### config.mk
export PLATFORM = sky130hd
export DESIGN_NAME = adc_trig_top
export DESIGN_NICKNAME = d
export VERILOG_FILES = /design/src/rtl/adc_trig_pkg.sv /design/src/rtl/adc_trig_ctrl.sv /design/src/rtl/adc_trig_dp.sv /design/src/rtl/adc_trig_top.sv
export SDC_FILE = /design/constraint.sdc
export NUM_CORES = 1
export LEC_CHECK = 0
export BUFFER_PORTS_ARGS = -buffer_cell sky130_fd_sc_hd__buf_2
export CORE_AREA = 2 2 39 41
export CTS_CLUSTER_DIAMETER = 80
export DETAILED_ROUTE_END_ITERATION = 7
export DIE_AREA = 0 0 41 43
export GPL_ROUTABILITY_DRIVEN = 0
export MAX_ROUTING_LAYER = met4
export SLEW_MARGIN = 10
export SYNTH_ARGS = -nofsm -noshare
export SYNTH_HDL_FRONTEND = slang
export SYNTH_SLANG_ARGS = --single-unit
### constraint.sdc
create_clock -name clk -period 3 [get_ports clk]
set_input_delay 0.15 -clock clk [delete_from_list [all_inputs] [get_ports clk]]
set_output_delay 0.15 -clock clk [all_outputs]
set_load 0.005 [all_outputs]
### src/rtl/adc_trig_pkg.sv
package adc_trig_pkg;

  typedef enum logic [1:0] {
    MODE_GENERAL = 2'b00,
    MODE_EXTCLK  = 2'b01,
    MODE_PRE     = 2'b10,
    MODE_POST    = 2'b11
  } trig_mode_e;

  // Source enables handed from control to datapath
  typedef struct packed {
    logic swEn;
    logic pac0En;
    logic extEn;
    logic pac1En;
  } trig_en_t;

  localparam int NUM_PACERS = 2;

endpackage

### src/rtl/adc_trig_ctrl.sv
module adc_trig_ctrl
  import adc_trig_pkg::*;
(
  input  logic       clk,
  input  logic       rstN,
  input  logic [1:0] modeIn,
  input  logic       modeWr,
  input  logic       extFall,
  output trig_en_t   srcEn,
  output logic       gateOn,
  output trig_mode_e modeQ
);

  logic fired;
  logic gatedMode;

  assign gatedMode = (modeQ == MODE_PRE) || (modeQ == MODE_POST);

  always_ff @(posedge clk or negedge rstN) begin
    if (!rstN) begin
      modeQ  <= MODE_GENERAL;
      gateOn <= 1'b0;
      fired  <= 1'b0;
    end else if (modeWr) begin
      modeQ  <= trig_mode_e'(modeIn);
      gateOn <= (modeIn == MODE_PRE);
      fired  <= 1'b0;
    end else if (extFall && !fired && gatedMode) begin
      fired  <= 1'b1;
      gateOn <= (modeQ == MODE_POST);
    end
  end

  always_comb begin
    srcEn.swEn   = (modeQ == MODE_GENERAL);
    srcEn.pac0En = (modeQ == MODE_GENERAL);
    srcEn.extEn  = (modeQ == MODE_EXTCLK);
    srcEn.pac1En = gatedMode && gateOn;
  end

endmodule

### src/rtl/adc_trig_dp.sv
module adc_trig_dp
  import adc_trig_pkg::*;
#(
  parameter int SYNC_STAGES = 2,
  parameter int PACERS      = NUM_PACERS
) (
  input  logic              clk,
  input  logic              rstN,
  input  logic              extTrigIn,
  input  logic [PACERS-1:0] pacerIn,
  input  logic              swTrigWr,
  input  trig_en_t          srcEn,
  output logic              extFall,
  output logic              adcStart
);

  localparam int PIPE_W = SYNC_STAGES + 1;

  // Synchronizer plus one history stage for edge detection; idle level is high
  logic [PIPE_W-1:0] extPipe;

  always_ff @(posedge clk or negedge rstN) begin
    if (!rstN) extPipe <= '1;
    else       extPipe <= {extPipe[PIPE_W-2:0], extTrigIn};
  end

  assign extFall = extPipe[PIPE_W-1] & ~extPipe[PIPE_W-2];

  logic [PACERS-1:0] pacPrev;
  logic [PACERS-1:0] pacFall;

  for (genvar gi = 0; gi < PACERS; gi++) begin : g_pacEdge
    always_ff @(posedge clk or negedge rstN) begin
      if (!rstN) pacPrev[gi] <= 1'b0;
      else       pacPrev[gi] <= pacerIn[gi];
    end
    assign pacFall[gi] = pacPrev[gi] & ~pacerIn[gi];
  end

  logic startEv;

  always_comb begin
    startEv = (srcEn.swEn   & swTrigWr)
            | (srcEn.pac0En & pacFall[0])
            | (srcEn.extEn  & extFall)
            | (srcEn.pac1En & pacFall[PACERS-1]);
  end

  always_ff @(posedge clk or negedge rstN) begin
    if (!rstN) adcStart <= 1'b0;
    else       adcStart <= startEv & ~adcStart;
  end

endmodule

### src/rtl/adc_trig_top.sv
module adc_trig_top
  import adc_trig_pkg::*;
#(
  parameter int SYNC_STAGES = 2
) (
  input  logic       clk,
  input  logic       rstN,
  input  logic [1:0] modeIn,
  input  logic       modeWr,
  input  logic       swTrigWr,
  input  logic       pacer0,
  input  logic       pacer1,
  input  logic       extTrigIn,
  output logic       adcStart,
  output logic       pacer1Gate
);

  trig_en_t   srcEn;
  trig_mode_e modeQ;
  logic       extFall;

  adc_trig_ctrl u_ctrl (
    .clk     (clk),
    .rstN    (rstN),
    .modeIn  (modeIn),
    .modeWr  (modeWr),
    .extFall (extFall),
    .srcEn   (srcEn),
    .gateOn  (pacer1Gate),
    .modeQ   (modeQ)
  );

  adc_trig_dp #(
    .SYNC_STAGES (SYNC_STAGES),
    .PACERS      (NUM_PACERS)
  ) u_dp (
    .clk       (clk),
    .rstN      (rstN),
    .extTrigIn (extTrigIn),
    .pacerIn   ({pacer1, pacer0}),
    .swTrigWr  (swTrigWr),
    .srcEn     (srcEn),
    .extFall   (extFall),
    .adcStart  (adcStart)
  );

endmodule

==> impl_metrics.yaml <==
run_status:
  status: "finished clean"
synth:
  synthSimpleGateAreaFrac: 0.1085
  synth_top_area_cell: "dfrtp_1"
  synth_top_area_share: 0.4746
  synth_fa_ha_area_frac: 0
  synth_seq_cells: 10
  yosysWarnings: 0
  avgSynthCellArea_um2: 12.73
  synthXorXnorAreaFrac: 0
  synth_compound_area_frac: 0.1322
  synth_top_family_by_area: "compound AO/OA/AOI/OAI gates"
  synth_area_um2: 369.1
  synth.yosys.seq_area_share: 0.6881
  synth.distinct_cells: 14
  synth.area.top_cells: "dfrtp_1 (47%), dfstp_2 (21%), o21ai_0 (4.1%)"
  synth_mux_area_frac: 0.03051
  synth_cells: 29
  syn_nets: 38
critical_path:
  slowest_delay_ps: 550
  cp_cell_sequence: "nor2b_4 > a31oi_1 > mux2_1"
  cp_max_fo: 3
  end_kind: "register"
  worstPathRequired_ps: 3140
  crit_path_top_delay_cell: "dfstp_2"
  cp-start-kind: "register"
  arrival_ps: 1350
  worstSetupPathType: "reg2reg"
min_path:
  hp-class: "in2reg"
pwr:
  powerDensity_nw_per_um2: 547.0
  ir_worst_vdd_mv: 0.1758
  switchingPower_uw: 61.58
  power_uw: 276.5
  p_leak_nw: 0.2392
  swShare: 0.2227
  combPwrFrac: 0.111
  p_seq_frac: 0.552
  p_clk_frac: 0.336
  cell_internal_pwr_uw: 214.9
global_routing:
  antenna_found_initial: 0
  grt_remaining_overflow: 0
  grt_max_degree: 11
  grt_util_all_layers: 0.08029
  grt_pass1_wl_um: 807
  grt_pass1_vias: 205
cells_and_area:
  layout_commonest_cell: "buf_2"
  layout.nets: 57
  diodes: 0
  postLayoutCellArea_um2: 505.5
  fillers: 148
  final_layout_size_suffix_gt1_frac: 0.3617
  synthToLayoutAreaGrowth_pct: 36.95
  seq_area_um2: 254.0
  post-route-util: 0.3653
  layout_common_cells: "buf_2 (10), dfrtp_1 (7), inv_1 (4), dlygate4sd3_1 (4)"
  multi_input_area_um2: 100.1
floorplan:
  rows: 14
  die_area_um2: 1763
  core-area_um2: 1384
  die_width_um: 41
  ios: 11
  start_util: 0.2667
  die_h_um: 43
clocking:
  cts_made_buffers: 3
  clk_latency_ps: 260
  cts_resized: 0
  cts_tree: "yes"
  cts_buffer_depth: 2
  clock-sinks: 10
  cts-root-buf: "clkbuf_4"
  clkSlewWorstSetupHoldPaths_ps: 60
  ctsHtreeMaxLevel: 1
sta:
  clock.fmax_mhz: 824.1
  max_slew.worst_pin.slew_ps: 279.7
  finalHoldViolCount: 0
  fin_skew_ps: 5.505
  setup_viol: 0
  finalMaxSlewViolations: 0
  fin_crit_ps: 1213
  rsz0062_at_grt: "false"
  fin_tns_setup_ps: 0
  period_share: 0.4045
  relSlewSlack: 0.8130
placed_design:
  place_area_um2: 439.2
  portBuffers: 10
  hpwl_um: 447.3
route:
  vias: 272
  drt_first_pass_iters: 2
  wl_per_cell_um: 9.476
  drt_iter0_drc: 2
  wl_um: 597
  postRouteAntennaNets: 0
  drc: 0
  viasPerCell: 4.317
run:
  maxCapViolations: 0
-- stage by stage --
step	worst slack (ps)	std cells	hold WS (ps)
5_1_grt	1748	63	114.3
2_1_floorplan	1821	29	-145.6
4_1_cts	1784	62	0.004302
3_5_place_dp	1798	55	16.96
3_3_place_gp	1809	55	16.49
6_report	1787	63	109.5
-- synth_stat cells --
| cell | count |
|---|---|
| nor2_1 | 2 |
| nand4bb_1 | 1 |
| dfstp_2 | 3 |
| a21oi_1 | 1 |
| nand2_1 | 2 |
| inv_1 | 4 |
| o21ai_0 | 3 |
| a31oi_1 | 1 |
| o22ai_1 | 1 |
| o32ai_1 | 1 |
| mux2_1 | 1 |
| nor2b_4 | 1 |
| dfrtp_1 | 7 |
| a211oi_1 | 1 |
-- registers in the layout, indices dropped and copies added (netlist names) --
signal / cells
u_dp.extPipe: 3
u_dp.adcStart: 1
u_ctrl.gateOn: 1
u_ctrl.fired: 1
u_dp.pacPrev: 2
u_ctrl.modeQ: 2
-- cell type report --
type / instances / share of cell area
Sequential cell: 10 / 0.5025
Multi-Input combinational cell: 15 / 0.1980
Timing Repair Buffer: 14 / 0.1782
Clock buffer: 4 / 0.05198
Tap cell: 16 / 0.03960
Inverter: 4 / 0.02970
-- power by group through the flow --
| stage | sequential [mW] | combinational, mW | clock [mW] |
|---|---|---|---|
| 2_1_floorplan | 0.154 | 0.0127 | 0 |
| 3_3_place_gp | 0.155 | 0.0272 | 0 |
| 3_5_place_dp | 0.155 | 0.0274 | 0 |
| 4_1_cts | 0.153 | 0.0305 | 0.0992 |
| 5_1_grt | 0.153 | 0.0348 | 0.105 |
| 6_report | 0.153 | 0.0308 | 0.0930 |
-- per-layer routing --
| metal | track usage | vias up | routed length [um] |
|---|---|---|---|
| met5 | - | - | 0 |
| met4 | 0.1200 | 0 | 22 |
| met3 | 0.01571 | 2 | 36 |
| met1 | 0.1074 | 124 | 305 |
| met2 | 0.07500 | 9 | 233 |
| li1 | - | 137 | - |
-- critical path: cells and delay by family (launching register included) --
family	cells	cell delay (ps)
simple gates	1	40
compound gates	1	170
flops	1	550
mux	1	330
-- worst paths after layout --
check,start,endpoint,slack [ps],cells after the start
hold reg to reg,u_dp.extPipe[0]$_DFF_PN1_,u_dp.extPipe[1]$_DFF_PN1_,360,0
max in group asynchronous,rstN,u_dp.extPipe[2]$_DFF_PN1_,2470,2
hold / removal,modeIn[0],u_ctrl.modeQ[0]$_DFFE_PN0P_,110,3
setup reg to reg,u_dp.extPipe[1]$_DFF_PN1_,u_ctrl.gateOn$_DFFE_PN0P_,1790,3
setup / recovery,u_dp.extPipe[1]$_DFF_PN1_,u_ctrl.gateOn$_DFFE_PN0P_,1790,3
min in group asynchronous,rstN,u_dp.pacPrev[1]$_DFF_PN0_,270,2
-- what timing repair did --
item,CTS,global route
endpoints found under the hold margin,12,1
buffers inserted,0,0
setup endpoints to repair,0,0
hold buffers,3,1
-- kinds of logic after synthesis --
family	count (synthesis)
compound gates	8
buf+inv	4
flops	10
mux	1
simple gates	6
Note: power is estimated with default switching activity, not from simulation.
